`src/rtl/swp_pkg.sv`:
```
package swp_pkg;

    // Matcher state for one load period
    typedef enum logic [1:0] {
        M_ARMED = 2'd0,   // still following a command prefix
        M_OPEN  = 2'd1,   // unlock seen: later loads are plain data
        M_DEAD  = 2'd2    // no command can be recognised in this period
    } match_state_e;

    // Outcome of a closed load period
    typedef struct packed {
        logic write;
        logic dummy;
    } grant_t;

    localparam int SEQ_LEN    = 6;  // longest command (disable)
    localparam int UNLOCK_LEN = 3;  // unlock / enable command

    // Which command address a step expects: 0 = primary, 1 = secondary
    function automatic logic step_uses_secondary(input int unsigned step);
        return (step == 1) || (step == 4);
    endfunction

endpackage

```
`src/rtl/swp_cmd_matcher.sv`:
```
module swp_cmd_matcher
    import swp_pkg::*;
#(
    parameter int              AW        = 16,
    parameter int              DW        = 8,
    parameter logic [AW-1:0]   ADDR_PRI  = 16'h5555,
    parameter logic [AW-1:0]   ADDR_SEC  = 16'h2AAA,
    parameter logic [DW-1:0]   KEY_ONE   = 8'hAA,
    parameter logic [DW-1:0]   KEY_TWO   = 8'h55,
    parameter logic [DW-1:0]   CODE_EN   = 8'hA0,
    parameter logic [DW-1:0]   CODE_DIS1 = 8'h80,
    parameter logic [DW-1:0]   CODE_DIS2 = 8'h20
) (
    input  logic          clk,
    input  logic          rst,
    input  logic          load_valid,
    input  logic [AW-1:0] load_addr,
    input  logic [DW-1:0] load_data,
    input  logic          period_end,
    output logic          unlock_hit,
    output logic          disable_hit,
    output logic          seq_open
);
    localparam int STEP_W = $clog2(SEQ_LEN);
    localparam logic [STEP_W-1:0] EN_STEP   = STEP_W'(UNLOCK_LEN - 1);
    localparam logic [STEP_W-1:0] LAST_STEP = STEP_W'(SEQ_LEN - 1);

    match_state_e      state_q;
    logic [STEP_W-1:0] step_q;
    logic [AW-1:0]     exp_addr;
    logic [DW-1:0]     exp_data;
    logic              take, step_ok, en_ok;

    // Expected address and data for the current step
    always_comb begin
        exp_addr = step_uses_secondary(int'(step_q)) ? ADDR_SEC : ADDR_PRI;
        unique case (step_q)
            STEP_W'(0): exp_data = KEY_ONE;
            STEP_W'(1): exp_data = KEY_TWO;
            STEP_W'(2): exp_data = CODE_DIS1;
            STEP_W'(3): exp_data = KEY_ONE;
            STEP_W'(4): exp_data = KEY_TWO;
            default:    exp_data = CODE_DIS2;
        endcase
    end

    assign take    = load_valid && !period_end && !rst && (state_q == M_ARMED);
    assign step_ok = (load_addr == exp_addr) && (load_data == exp_data);
    assign en_ok   = (step_q == EN_STEP) && (load_addr == ADDR_PRI) && (load_data == CODE_EN);

    assign unlock_hit  = take && en_ok;
    assign disable_hit = take && !en_ok && step_ok && (step_q == LAST_STEP);
    assign seq_open    = (state_q == M_OPEN);

    always_ff @(posedge clk) begin
        if (rst || period_end) begin
            state_q <= M_ARMED;
            step_q  <= '0;
        end else if (take) begin
            if (en_ok) begin
                state_q <= M_OPEN;
            end else if (step_ok && step_q != LAST_STEP) begin
                step_q <= step_q + 1'b1;
            end else begin
                state_q <= M_DEAD;
                step_q  <= '0;
            end
        end
    end


    dead_holds_chk: assert property (@(posedge clk) disable iff (rst)
        (state_q == M_DEAD && !period_end) |=> (state_q == M_DEAD));


    rst_rearms_chk: assert property (@(posedge clk)
        rst |=> (state_q == M_ARMED && step_q == '0));

endmodule

```
`src/rtl/swp_prot_flag.sv`:
```
module swp_prot_flag #(
    parameter bit INIT_ON = 1'b0
) (
    input  logic clk,
    input  logic set_hit,
    input  logic clear_hit,
    output logic prot_on
);
    // Non-volatile behaviour: initial value only, no reset path
    logic prot_q = INIT_ON;

    always_ff @(posedge clk) begin
        if (set_hit)
            prot_q <= 1'b1;
        else if (clear_hit)
            prot_q <= 1'b0;
    end

    assign prot_on = prot_q;

endmodule

```
`src/rtl/swp_period_judge.sv`:
```
module swp_period_judge
    import swp_pkg::*;
(
    input  logic   clk,
    input  logic   rst,
    input  logic   period_end,
    input  logic   seq_open,
    input  logic   prot_on,
    output grant_t grant
);
    grant_t grant_q;

    always_ff @(posedge clk) begin
        if (rst) begin
            grant_q <= '0;
        end else begin
            grant_q.write <= period_end && (!prot_on || seq_open);
            grant_q.dummy <= period_end && prot_on && !seq_open;
        end
    end

    assign grant = grant_q;


    grant_follows_end_chk: assert property (@(posedge clk) disable iff (rst)
        (grant_q.write || grant_q.dummy) |-> $past(period_end));


    grant_exclusive_chk: assert property (@(posedge clk) disable iff (rst)
        $past(period_end) |-> $onehot({grant_q.write, grant_q.dummy}));


    dummy_needs_prot_chk: assert property (@(posedge clk) disable iff (rst)
        grant_q.dummy |-> prot_on);

endmodule

```
`src/rtl/swp_sequencer.sv`:
```
module swp_sequencer
    import swp_pkg::*;
#(
    parameter int              AW        = 16,
    parameter int              DW        = 8,
    parameter logic [AW-1:0]   ADDR_PRI  = 16'h5555,
    parameter logic [AW-1:0]   ADDR_SEC  = 16'h2AAA,
    parameter logic [DW-1:0]   KEY_ONE   = 8'hAA,
    parameter logic [DW-1:0]   KEY_TWO   = 8'h55,
    parameter logic [DW-1:0]   CODE_EN   = 8'hA0,
    parameter logic [DW-1:0]   CODE_DIS1 = 8'h80,
    parameter logic [DW-1:0]   CODE_DIS2 = 8'h20,
    parameter bit              INIT_ON   = 1'b0
) (
    input  logic          clk,
    input  logic          rst,
    input  logic          load_valid,
    input  logic [AW-1:0] load_addr,
    input  logic [DW-1:0] load_data,
    input  logic          period_end,
    output logic          prot_on,
    output logic          write_grant,
    output logic          dummy_grant
);
    logic   unlock_hit, disable_hit, seq_open;
    grant_t grant;

    swp_cmd_matcher #(
        .AW(AW), .DW(DW), .ADDR_PRI(ADDR_PRI), .ADDR_SEC(ADDR_SEC),
        .KEY_ONE(KEY_ONE), .KEY_TWO(KEY_TWO), .CODE_EN(CODE_EN),
        .CODE_DIS1(CODE_DIS1), .CODE_DIS2(CODE_DIS2)
    ) matcher_i (
        .clk(clk), .rst(rst), .load_valid(load_valid), .load_addr(load_addr),
        .load_data(load_data), .period_end(period_end),
        .unlock_hit(unlock_hit), .disable_hit(disable_hit), .seq_open(seq_open)
    );

    swp_prot_flag #(.INIT_ON(INIT_ON)) flag_i (
        .clk(clk), .set_hit(unlock_hit), .clear_hit(disable_hit), .prot_on(prot_on)
    );

    swp_period_judge judge_i (
        .clk(clk), .rst(rst), .period_end(period_end), .seq_open(seq_open),
        .prot_on(prot_on), .grant(grant)
    );

    assign write_grant = grant.write;
    assign dummy_grant = grant.dummy;


    prot_rise_chk: assert property (@(posedge clk) disable iff (rst)
        $rose(prot_on) |-> $past(unlock_hit));


    prot_fall_chk: assert property (@(posedge clk) disable iff (rst)
        $fell(prot_on) |-> $past(disable_hit));

endmodule

```
`config.mk`:
```
export PLATFORM = sky130hd
export DESIGN_NAME = swp_sequencer
export DESIGN_NICKNAME = d
export VERILOG_FILES = /design/src/rtl/swp_pkg.sv /design/src/rtl/swp_cmd_matcher.sv /design/src/rtl/swp_prot_flag.sv /design/src/rtl/swp_period_judge.sv /design/src/rtl/swp_sequencer.sv
export SDC_FILE = /design/constraint.sdc
export NUM_CORES = 1
export LEC_CHECK = 0
export BUFFER_PORTS_ARGS = -buffer_cell sky130_fd_sc_hd__buf_2
export CAP_MARGIN = 10
export CORE_MARGIN = 2
export CORE_UTILIZATION = 30
export CTS_BUF_LIST = sky130_fd_sc_hd__clkbuf_8
export DETAILED_ROUTE_END_ITERATION = 16
export HOLD_SLACK_MARGIN = 0.08
export SLEW_MARGIN = 25
export SYNTH_ARGS = -nofsm -noshare
export SYNTH_HDL_FRONTEND = slang
export SYNTH_SLANG_ARGS = --single-unit
```
`constraint.sdc`:
```
create_clock -name clk -period 2.6 [get_ports clk]
set_input_delay 0.39 -clock clk [delete_from_list [all_inputs] [get_ports clk]]
set_output_delay 0.39 -clock clk [all_outputs]
set_load 0.005 [all_outputs]
```
; ---- Word level (Yosys, flattened, before mapping)
; Index checks and enable logic that the tools add are counted.
[word_totals]
out_inout_bits = 3
input_bits = 28
mem_count = 0
ff_bits = 8
mem_bits_ro = 0
elab_cells = 52
latch_bits = 0
ram_bits = 0
[op_classes]
magnitude_cmp = 0
bitwise = 1
n_eq_ne = 12
add_sub_neg = 1
n_shift = 0
reduce_logical = 28
muxes = 5
mul = 0
div_mod_pow = 0
[ops]
columns = op, count
row1 = $pmux 8 s3, 1
row2 = $eq 16x15->1 const B, 1
row3 = $eq 16x16->1, 1
row4 = $mux 15, 1
row5 = $logic_and 1x1->1, 14
row6 = $eq 8x8->1, 1
row7 = $eq 8x8->1 const B, 1
row8 = $eq 3x2->1 const B, 2
row9 = $eq 3x3->1 const B, 2
row10 = $logic_not 1->1, 5
row11 = $mux 2, 2
row12 = $reduce_and 2->1, 2
row13 = $reduce_or 2->1, 2
row14 = $add 3x1->3 const B, 1
row15 = $eq 3x1->1 const B, 1
row16 = $logic_not 3->1, 1
row17 = $logic_or 1x1->1, 3
row18 = $mux 3, 1
row19 = $ne 3x3->1 const B, 1
row20 = $eq 2x1->1 const B, 1
row21 = $logic_not 2->1, 1
row22 = $ne 2x1->1 const B, 1
row23 = $not 1->1, 1

; ---- Longest topological paths before layout
; Gate-level depths: netlist of run 1.
[logic_depth]
word_depth = 8
ltp_mapped = 8
mapped_depth_nobuf = 7

; ---- Hierarchy
; A second synthesis of run 1 with hierarchy kept.
[unflattened]
cells_unflattened = 78
hier_area_um2 = 720.7
[by_module_without_submodules]
columns = mod, area_per_inst_um2, n_inst, cells_per_inst, seq_area_each_um2
row1 = swp_cmd_matcher, 614.3, 1, 70, 100.1
row2 = swp_period_judge, 75.1, 1, 5, 40.0
row3 = swp_prot_flag, 31.3, 1, 3, 20.0

; ---- Least setup slack after synthesis of run 1
; No wires, ideal clock.
[synth_timing]
path_type = reg-to-reg
start = register matcher_i.step_q[0]
end = register matcher_i.state_q[1]
synth_period_minus_slack_ns = 2.006
arrival_time_ns = 1.885
setup_time_ns = 0.122
n_path_buf = 0
slack_ns = 0.594
stages_incl_launch_ff = 8
required_ns = 2.478
cell_sequence = dfxtp_1 inv_1 ha_1 mux2_4 a211oi_2 xor2_1 o2111ai_2 o311a_1
[synth_between]
elab_chain_cells = 8
elab_cells_between_ends = 20
cone_classes = eq/ne: 8 / mux: 3 / reduce/logical: 9
[synth_lines]
columns = item, line
row1 = start: declaration, swp_cmd_matcher.sv:29  ; logic [STEP_W-1:0] step_q;
row2 = start signal: assignment, swp_cmd_matcher.sv:63  ; step_q <= step_q + 1'b1;
row3 = "$eq 3x3->1, or another cell as far along", "swp_pkg.sv:21, swp_cmd_matcher.sv:37"
row4 = $reduce_or 2->1 (no line) or $logic_or 1x1->1 (tied branches), n/a
row5 = $pmux 8 s3 or $mux 15 (tied branches), "swp_cmd_matcher.sv:37, swp_cmd_matcher.sv:36"
row6 = $eq 8x8->1 or $eq 16x16->1 (tied branches), swp_cmd_matcher.sv:48  ; assign step_ok = (load_addr == exp_addr) && (load_data == exp_data);
row7 = $logic_and 1x1->1, swp_cmd_matcher.sv:48
row8 = $logic_and 1x1->1, swp_cmd_matcher.sv:62  ; end else if (step_ok && step_q != LAST_STEP) begin
row9 = $ne 2x1->1 (no line), n/a
row10 = $reduce_and 2->1 (no line), n/a
row11 = end signal: assignment, swp_cmd_matcher.sv:57  ; state_q <= M_ARMED;
row12 = end signal: assignment, swp_cmd_matcher.sv:61  ; state_q <= M_OPEN;
row13 = end signal: assignment, swp_cmd_matcher.sv:65  ; state_q <= M_DEAD;
row14 = end: declaration, swp_cmd_matcher.sv:28  ; match_state_e state_q;
; Several ways; a longest one is shown, not always the timed one.
; A chain may end at the register's enable or synchronous reset.

; ---- Worst setup path in the final report of run 1
; Ends and elaborated chain as after synthesis.

==> summary.md, run 1 <==
| Metric | Value |
|---|---|
| Hold Vio Cnt, Final | `0` |
| Dpl cell area | `890.9 um^2` |
| Hold EP | `judge_i.grant[1]` |
| Final weighted congestion in routability-driven placement | `0.7357` |
| CP peak stage delay | `0.47 ns` |
| DR iter-0 viols | `2` |
| Slew HR | `71.39%` |
| Worst setup EP type | `flop` |
| Final design utilization | `41.74%` |
| Hold_ws | `0.4444 ns` |
| Die area | `2811 um^2` |
| Filler instances | `232` |
| Area contributors post-synth | `dfxtp_1, ha_1, nand4bb_1` |
| Area Growth Syn to Fin | `29.34%` |
| RSZ-0062 raised after global routing | `false` |
| Root Driver | `clkbuf_8` |
| Fmax | `457.7 MHz` |
| Post-Syn Area per Cell | `8.789 um^2` |
| Crit path max-delay family | `compound AO/OA/AOI/OAI gates` |
| Placed Instances | `138` |
| Power Density | `331.2 nW/um^2` |
| Top cell type's share of synthesized area | `22.22%` |
| Design area | `932.1 um^2` |
| Post-DRT Antenna Nets | `0` |
| Total wire length | `1.567 mm` |
| Initial antenna violation count | `0` |
| Die span in y | `53.02 um` |
| WL per Instance | `11.11 um` |
| Synthesized cell area | `720.7 um^2` |
| Vias in the first global route | `685` |
| Pleak | `0.3938 nW` |
| Nets | `148` |
| Flops & latches, synth | `8` |
| Post-place setup slack | `0.4144 ns` |
| First-pass DRT Iterations | `3` |
| Die width | `53.02 um` |
| Resized Gates After CTS | `0` |
| Antenna Cells | `0` |
| DR DRC count | `0` |
| Hold depth | `3` |
| Final Instance Count excl. Fillers | `141` |
| Detailed Place HPWL | `1.348 mm` |
| Maximum vdd drop | `0.2959 mV` |
| Period utilisation layout | `84.03%` |
| Layout cell share with drive strength beyond 1 | `38.94%` |
| IO buf count | `30` |
| Sequential fraction of the synthesis area | `22.22%` |
| Worst-Skew Late Latency | `0.22 ns` |
| Via count | `714` |
| First-pass GRT wire length | `2.732 mm` |
| Fin Setup TNS | `0 ns` |
| Num rows | `17` |
| Pin count of the biggest net entering global routing | `10` |
| Mapped Cells | `82` |
| GRT Resource Usage Total | `13.20%` |
| Initial Utilization | `32.27%` |
| Worst Path Buf+Inv | `1` |
| Synth warn | `0` |
| CTS Hold Bufs | `0` |
| H-tree depth | `1` |
| Top cell type by total area after synthesis | `dfxtp_1` |
| Worst EP arrival | `2.29 ns` |
| CTS tree | `yes` |
| Post-synth EDFFs | `0` |
| Longest Clk Path Bufs | `2` |
| Postcts setup bufs | `0` |
| Core area | `2233 um^2` |
| Period minus WS final | `2.185 ns` |
| Crit-path max FO | `7` |
| Cell variety after synth | `39` |
| Via density | `5.064` |
| Main flop type after synthesis | `dfxtp_1` |
| Startpoint type of the worst setup path | `flop` |
| Pwr Total | `0.3087 mW` |
| FF-to-FF setup slack | `0.42 ns` |
| Syn nets | `115` |
| CP Data Required Time | `2.71 ns` |
| Reg2Reg Depth | `7` |
| Max-slew violation count | `0` |
| CP max stage cell | `dfxtp_1` |
| Max cap viols | `0` |
| Status | `completed` |
| CTS clk-pin slew, worst paths | `0.04 ns` |
| Post-synthesis async set-or-reset flop share | `0%` |
| Tightest Hold Check Type | `input pin to flop` |
| Start point of the worst hold path | `period_end` |
| Cell breakdown of the critical path | `inv_1 -> ha_1 -> mux2_4 -> a211oi_2 -> xor2_1 -> o2111ai_2 -> o311a_1` |
| Number of I/O pins | `31` |
| RR Endpoint | `matcher_i.state_q[1]` |
| Final Setup Violations | `0` |
| Count leader, synth | `dfxtp_1` |
| R2R Path Start | `matcher_i.step_q[0]` |
| Commonest cells in the netlist | `dfxtp_1, inv_1, nor2_1, ha_1, nand2_1` |
| Clock skew | `0.0009394 ns` |
| CP Class | `flop to flop` |
| Clock Sinks | `8` |
| Worst-Margin Slew | `0.4275 ns` |
| Post-route setup slack | `0.4153 ns` |
| GRT overflow | `0` |
| Cts bufs inserted | `3` |
cell usage in the layout, fill, tap and decap left out, drive strengths merged, types with 2 or more instances in the layout:
master	synthesis	layout
mux2i	2	2
nor2	7	7
o21ai	4	4
nor4	3	3
nand3	3	3
a21o	4	4
clkbuf	1	3
nand2	5	5
buf	1	30
inv	6	6
nand4	4	4
nand2b	3	3
nand4b	2	2
dfxtp	8	8
nand4bb	4	4
ha	5	5
flip-flops by register name, indices dropped and copies added, names as in the netlist:
signal and flops:
flag_i.prot_on 1, matcher_i.state_q 2, matcher_i.step_q 3, judge_i.grant 2
cell families (layout without fill, tap and decap cells):
group	after synthesis	after routing	share of synthesized area, %
compound gates	17	17	21.70
xor+xnor	1	1	1.215
fa+ha+maj	5	5	8.681
mux	3	3	4.861
simple gates	40	40	36.11
buf+inv	8	39	5.208
flops	8	8	22.22
how the worst max path moves through the flow:
stage | cells after the start | from | slack [ns] | to
global placement | 7 | matcher_i.step_q[0] | 0.46 | matcher_i.state_q[1]
floorplan | 7 | matcher_i.step_q[0] | 0.59 | matcher_i.state_q[1]
finish | 7 | matcher_i.step_q[0] | 0.42 | matcher_i.state_q[1]
global route | 7 | matcher_i.step_q[0] | 0.22 | matcher_i.state_q[1]
detailed placement | 7 | matcher_i.step_q[0] | 0.41 | matcher_i.state_q[1]
CTS | 7 | matcher_i.step_q[0] | 0.40 | matcher_i.state_q[1]
per-layer routing:
metal	vias up	part of all wire (%)	routed length, um	global-route usage, %
li1	372	-	-	-
met1	329	47	735	15.50
met2	11	50	777	23.33
met3	2	3.3	51	3.390
met4	0	0.26	4	3.846
met5	-	0	0	0
power breakdown:
| part | switching [mW] | internal, mW | total (mW) |
|---|---|---|---|
| sequential | 0.000460 | 0.125 | 0.125 |
| combinational | 0.0184 | 0.0237 | 0.0420 |
| clock | 0.0420 | 0.0997 | 0.142 |
| total | 0.0608 | 0.248 | 0.309 |
tightest hold or removal path: stages:
cell	delay [ns]
buf_2	0.11
nand2b_1	0.08
nor2b_1	0.04
cell type report:
type	count	area, um^2	share of cell area [%]
flip-flops and latches	8	160.2	17.18
well taps	28	35.03	3.758
clock buffers	3	41.29	4.430
repair buffers	30	150.1	16.11
inverters	6	22.52	2.416
multi-input cells	66	523.0	56.11
Note: power is estimated with default switching activity, not from simulation.
==> inputs of run 2 (changes only) <==
==> constraint.sdc (replaced) <==
create_clock -name clk -period 1.8 [get_ports clk]
set_input_delay 0.27 -clock clk [delete_from_list [all_inputs] [get_ports clk]]
set_output_delay 0.27 -clock clk [all_outputs]
set_load 0.005 [all_outputs]
==> run 2 against run 1 <==
  * Utilization is 9.1 points higher
  * Via count grew 7.4%
  * Non-clock buffer count is 16 higher
  * Register-to-register slack got worse by 0.49 ns
  * The run now ends with setup timing left
  * Clock skew rose by 0.0012 ns
  * Setup slack worse by 0.49 ns
  * Clock-buffer cell count unchanged
  * Hold slack got worse by 0.13 ns
  * Maximum frequency up 17%
  * First-iteration DRC count rose to 3.5 times the previous value
  * Power is 47% higher
  * Final cell count rose by 12%
  * Critical path type unchanged
==> summary.md, run 2 (synthesis results as in run 1) <==
| Metric | Value |
|---|---|
| Root Driver | `clkbuf_8` |
| Worst-Skew Late Latency | `0.22 ns (about the same)` |
| CP Capture Point | `matcher_i.step_q[2]` |
| Clock Sinks | `8 (unchanged)` |
| Hold Vio Cnt, Final | `0 (unchanged)` |
| Startpoint type of the worst setup path | `flop` |
| Commonest cells after routing, fill and taps aside | `buf_2, buf_4` |
| Antenna Cells | `0 (unchanged)` |
| Initial Utilization | `32.27% (unchanged)` |
| DR iter-0 viols | `7 (+5)` |
| Top reg by flops | `matcher_i.step_q` |
| R2R Path Start | `matcher_i.step_q[1]` |
| Period utilisation layout | `104.0% (+20 points)` |
| Commonest non-fill, non-tap cell in the layout | `buf_2` |
| Core area | `2233 um^2 (unchanged)` |
| Pin count of the biggest net entering global routing | `10 (unchanged)` |
| First-pass DRT Iterations | `3 (unchanged)` |
| GRT overflow | `0 (unchanged)` |
| H-tree depth | `1 (unchanged)` |
| Via density | `4.854 (-4.1%)` |
| Largest register FFs | `3 (unchanged)` |
| Max cap viols | `0 (unchanged)` |
| Die area | `2811 um^2 (unchanged)` |
| GRT Resource Usage Total | `15.14% (+1.9 points)` |
| CTS clk-pin slew, worst paths | `0.04 ns (about the same)` |
| Dpl cell area | `1003 um^2 (+13%)` |
| Die span in y | `53.02 um (unchanged)` |
| RR Endpoint | `matcher_i.step_q[2]` |
| Worst EP arrival | `2.01 ns (-0.28 ns)` |
| Final design utilization | `50.81% (+9.1 points)` |
| Pwr Total | `0.4530 mW (+47%)` |
| CP startpoint | `matcher_i.step_q[1]` |
| Worst-Margin Slew | `0.3048 ns (-0.1227 ns)` |
| Vias in the first global route | `787 (+15%)` |
| Placed Instances | `152 (+10%)` |
| Post-place setup slack | `-0.1632 ns (-0.5776 ns)` |
| FF-to-FF setup slack | `-0.07 ns (-0.49 ns)` |
| Pleak | `0.4859 nW (+23%)` |
| Failing checks | `setup timing` |
| Num rows | `17 (unchanged)` |
| Number of I/O pins | `31 (unchanged)` |
| RSZ-0062 raised after global routing | `true` |
| Reg2Reg Depth | `9 (+2)` |
| Fmax | `534.0 MHz (+17%)` |
| Hold_ws | `0.3178 ns (-0.1266 ns)` |
| Via count | `767 (+7.4%)` |
| Met3 WL | `32 um (-37%)` |
| Final Setup Violations | `5 (+5)` |
| Post-route setup slack | `-0.07276 ns (-0.4880 ns)` |
| Status | `finished, violations left` |
| Worst setup EP type | `flop` |
| Cts bufs inserted | `3 (unchanged)` |
| Die width | `53.02 um (unchanged)` |
| CTS Hold Bufs | `0 (unchanged)` |
| Maximum vdd drop | `0.4142 mV (+40%)` |
| Final Instance Count excl. Fillers | `158 (+12%)` |
| Max-slew violation count | `0 (unchanged)` |
| Nets | `164 (+11%)` |
| Clock skew | `0.002122 ns (+0.001183 ns)` |
| Crit-path max FO | `5 (-2)` |
| Total wire length | `1.796 mm (+15%)` |
| Detailed Place HPWL | `1.473 mm (+9.3%)` |
| Slew HR | `79.68% (+8.3 points)` |
| Design area | `1135 um^2 (+22%)` |
| Fin Setup TNS | `-0.2467 ns (-0.2467 ns)` |
| Top Layer Used | `met3` |
| DR DRC count | `0 (unchanged)` |
| Longest Clk Path Bufs | `2 (unchanged)` |
| Layout cell share with drive strength beyond 1 | `55.38% (+16 points)` |
| WL per Instance | `11.37 um (+2.3%)` |
| First-pass GRT wire length | `3.249 mm (+19%)` |
| Final weighted congestion in routability-driven placement | `0.8363 (+14%)` |
| CP Data Required Time | `1.94 ns (-0.77 ns)` |
| CP Class | `flop to flop` |
| Area Growth Syn to Fin | `57.47%` |
| IO buf count | `30 (unchanged)` |
| Power Density | `399.2 nW/um^2 (+21%)` |
| Initial antenna violation count | `0 (unchanged)` |
| Tightest Hold Check Type | `input pin to flop` |
| Post-DRT Antenna Nets | `0 (unchanged)` |
| CTS tree | `yes` |
| Period minus WS final | `1.873 ns (-0.3120 ns)` |
| M1 WL | `803 um (+9.3%)` |
| WL met2 | `960 um (+24%)` |
==> run 2: changes by cell type in the layout (fill, tap and decap cells not counted), moves of 2 or more <==
cell     before  now
buf_4         0   16
ha_1          5    1
dfxtp_1       8    5
ha_4          0    3
dfxtp_4       0    2
==> run 2: worst min-delay path by stage <==
stage / slack [ns] / from / end / depth (start not counted)
after global routing: 0.34 / period_end / judge_i.grant[1] / 3
after detailed placement: 0.45 / flag_i.prot_on / flag_i.prot_on / 2
after global placement: 0.45 / flag_i.prot_on / flag_i.prot_on / 2
final: 0.32 / period_end / judge_i.grant[1] / 3
after CTS: 0.32 / period_end / judge_i.grant[1] / 3
after floorplan: 0.43 / period_end / judge_i.grant[1] / 2
==> run 2: what timing repair did <==
action | 4_1_cts | 5_1_grt
pin swaps | 5 | 9
resized for setup | 10 | 5
setup endpoints to repair | 5 | 5
buffers inserted | 2 | 0
==> run 2: power by group <==
group	internal, mW	switching, mW
logic	0.0356	0.0270
registers	0.177	0.000737
clock network	0.147	0.0658
==> run 2: worst max-delay path, stage by stage (launching register included) <==
cell	delay, ns
dfxtp_4	0.39
ha_4	0.15
ha_4	0.16
nand2b_4	0.06
a221oi_4	0.26
buf_4	0.16
o21a_1	0.12
o2111ai_2	0.16
buf_4	0.19
o21ai_1	0.15
==> run 2: final cells by class <==
class                   count  area [um^2]
fillers                   219         1099
repair buffers             46        270.3
clock inverters             1        3.754
inverters                   6        25.02
well taps                  28        35.03
flip-flops and latches      8        168.9
multi-input cells          66        590.6
clock buffers               3        41.29
==> run 2: metal layers <==
metal	GRT usage, %	vias to the layer above
met3	1.695	0
met4	3.846	0
met2	27.08	7
li1	-	404
met5	0	-
met1	19.08	356
==> inputs of run 3 (changes only) <==
--- a/config.mk
+++ b/config.mk
@@ -5,6 +5,7 @@
 export SDC_FILE = /design/constraint.sdc
 export NUM_CORES = 1
 export LEC_CHECK = 0
+export ABC_AREA = 1
 export BUFFER_PORTS_ARGS = -buffer_cell sky130_fd_sc_hd__buf_2
 export CAP_MARGIN = 10
 export CORE_MARGIN = 2
==> constraint.sdc (replaced) <==
create_clock -name clk -period 2.4 [get_ports clk]
set_input_delay 0.36 -clock clk [delete_from_list [all_inputs] [get_ports clk]]
set_output_delay 0.36 -clock clk [all_outputs]
set_load 0.005 [all_outputs]
==> run 3 against run 2 <==
  * Critical path type unchanged
  * Sequential power decreased by 23%
  * The run now ends clean
  * Combinational power increased by 9.4%
  * Register-to-register slack improved by 0.76 ns
  * Power decreased by 20%
  * Clock power decreased by 27%
  * Critical endpoint is now matcher_i.step_q[1]
  * Global-route usage decreased by 4.0 points
  * First-iteration DRC count increased by 130%
  * Synthesized area increased by 14%
  * Largest cell class unchanged
  * Die area increased by 12%
  * Final cell count increased by 28%
  * Sequential cell count unchanged
  * Critical path depth increased by 3
==> summary.md, run 3 <==
| Metric | Value |
|---|---|
| Antenna Cells | `0 (unchanged)` |
| Top reg by flops | `matcher_i.step_q` |
| Commonest cells in the netlist | `nand2_1, inv_1, nor2_1, dfxtp_1, nand2_2` |
| Worst-Skew Late Latency | `0.22 ns (about the same)` |
| Final weighted congestion in routability-driven placement | `0.7633 (-8.7%)` |
| Pin count of the biggest net entering global routing | `7 (-3)` |
| Startpoint type of the worst setup path | `flop` |
| Cell variety after synth | `25 (-36%)` |
| FF-to-FF setup slack | `0.69 ns (+0.76 ns)` |
| Top cell type's share of synthesized area | `19.57% (-2.7 points)` |
| Main flop type after synthesis | `dfxtp_1` |
| Nets | `207 (+26%)` |
| Via density | `4.252 (-12%)` |
| Design area | `1047 um^2 (-7.7%)` |
| Via count | `859 (+12%)` |
| Vias in the first global route | `785 (-0.25%)` |
| Status | `completed` |
| Clock skew | `0.002891 ns (+0.0007685 ns)` |
| Largest register FFs | `3 (unchanged)` |
| Longest Clk Path Bufs | `2 (unchanged)` |
| Top cell type by total area after synthesis | `dfxtp_1` |
| WL per Instance | `8.282 um (-27%)` |
| Commonest cells after routing, fill and taps aside | `nand2_1, buf_2, inv_1, nor2_1` |
| Resized Gates After CTS | `0 (-10)` |
| Syn nets | `172 (+50%)` |
| Worst EP arrival | `1.87 ns (-0.14 ns)` |
| Commonest non-fill, non-tap cell in the layout | `nand2_1` |
| Worst-Margin Slew | `0.2320 ns (-0.07272 ns)` |
| Worst setup EP type | `flop` |
| First-pass DRT Iterations | `4 (+1)` |
| CP Class | `flop to flop` |
| Crit-path max FO | `4 (-1)` |
| Power Density | `344.7 nW/um^2 (-14%)` |
| Core area | `2522 um^2 (+13%)` |
| First-pass GRT wire length | `2.953 mm (-9.1%)` |
| Final design utilization | `41.52% (-9.3 points)` |
| Post-synthesis async set-or-reset flop share | `0% (unchanged)` |
| Post-synth EDFFs | `0 (unchanged)` |
| Die area | `3161 um^2 (+12%)` |
| Synth warn | `0 (unchanged)` |
| Mapped Cells | `139 (+70%)` |
| Number of I/O pins | `31 (unchanged)` |
| Post-Syn Area per Cell | `5.887 um^2 (-33%)` |
| Max-slew violation count | `0 (unchanged)` |
| CTS Hold Bufs | `0 (unchanged)` |
| Filler instances | `278 (+27%)` |
| Tightest Hold Check Type | `input pin to flop` |
| Postcts setup bufs | `0 (-2)` |
| CP Data Required Time | `2.56 ns (+0.62 ns)` |
| Sequential fraction of the synthesis area | `19.57% (-2.7 points)` |
| DR iter-0 viols | `16 (+9)` |
| Pwr Total | `0.3609 mW (-20%)` |
| H-tree depth | `1 (unchanged)` |
| Maximum vdd drop | `0.4777 mV (+15%)` |
| Synthesized cell area | `818.3 um^2 (+14%)` |
| GRT overflow | `0 (unchanged)` |
| Fmax | `584.6 MHz (+9.5%)` |
| Clock Sinks | `8 (unchanged)` |
| Area contributors post-synth | `dfxtp_1, nand2_1, inv_1` |
| Hold_ws | `0.3177 ns (-0.00006100 ns)` |
| RSZ-0062 raised after global routing | `false` |
| CTS clk-pin slew, worst paths | `0.04 ns (about the same)` |
| GRT Resource Usage Total | `11.16% (-4.0 points)` |
| Root Driver | `clkbuf_8` |
| DR DRC count | `0 (unchanged)` |
| Die span in y | `56.23 um (+6.1%)` |
| Total wire length | `1.673 mm (-6.8%)` |
| CTS tree | `yes` |
| Multi-input logic area | `549.3 um^2 (-7.0%)` |
| Period utilisation layout | `71.27% (-33 points)` |
| Slew HR | `84.47% (+4.8 points)` |
| Dpl cell area | `1006 um^2 (+0.25%)` |
| IO buf count | `30 (unchanged)` |
| Period minus WS final | `1.711 ns (-0.1622 ns)` |
| Post-DRT Antenna Nets | `0 (unchanged)` |
| Initial antenna violation count | `0 (unchanged)` |
| Area Growth Syn to Fin | `27.98%` |
| Cts bufs inserted | `3 (unchanged)` |
| Reg area | `160.2 um^2 (-5.2%)` |
| Flops & latches, synth | `8 (unchanged)` |
| Pleak | `0.5622 nW (+16%)` |
| Die width | `56.23 um (+6.1%)` |
| Detailed Place HPWL | `1.498 mm (+1.7%)` |
| Layout cell share with drive strength beyond 1 | `32.56% (-23 points)` |
| Hold Vio Cnt, Final | `0 (unchanged)` |
| Final Setup Violations | `0 (-5)` |
| Fin Setup TNS | `0 ns (+0.2467 ns)` |
| Max cap viols | `0 (unchanged)` |
| Count leader, synth | `nand2_1` |
| Num rows | `18 (+1)` |
| Initial Utilization | `32.44% (+0.17 points)` |
## run 3: cells by family after synthesis
logic type,share of synthesized area [%]
AOI/OAI and AO/OA,7.340
xor gates and xnor gates,1.071
adders and majority gates,7.645
buffers and inverters,13.30
DFF,19.57
and+or+nand+nor,51.07
## run 3: per-stage QoR
step / std cells / setup WS (ns)
after global routing: 202 / 0.5217
after global placement: 199 / 0.6864
after detailed placement: 199 / 0.6801
after floorplan: 139 / 0.8683
final: 202 / 0.6895
after CTS: 202 / 0.6681
## run 3: worst paths after layout
check / from / endpoint / cells past startpoint
setup reg to reg: matcher_i.step_q[0] / matcher_i.step_q[1] / 12
hold / removal: rst / judge_i.grant[1] / 2
hold reg to reg: flag_i.prot_on / flag_i.prot_on / 2
setup / recovery: matcher_i.step_q[0] / matcher_i.step_q[1] / 12
## run 3: worst max-delay path, stage by stage, from the launching register on
cell and delay, ns:
dfxtp_1 0.34, inv_1 0.14, ha_1 0.26, inv_1 0.06
o21bai_1 0.21, nand3_1 0.10, nand2_1 0.09, nand2_1 0.06
nor2_2 0.11, nand3_2 0.07, nand2_2 0.08, nand2_2 0.06
nor2_1 0.07
## run 3: power breakdown
group / total (mW) / internal (mW) / switching, mW
clock: 0.156 / 0.108 / 0.0481
sequential: 0.136 / 0.135 / 0.000905
combinational: 0.0685 / 0.0328 / 0.0357
## run 3: area by class of cell
class                   count  area share [%]
clock buffers               3           3.943
inverters                  29           10.39
multi-input cells         102           52.45
flip-flops and latches      8           15.29
well taps                  30           3.584
repair buffers             30           14.34
## run 3: layer usage
| layer | track usage, % | share of wire, % |
|---|---|---|
| met4 | 2.041 | 0 |
| met3 | 2.791 | 2.9 |
| met1 | 11.37 | 42 |
| met5 | 0 | 0 |
| met2 | 22.52 | 55 |
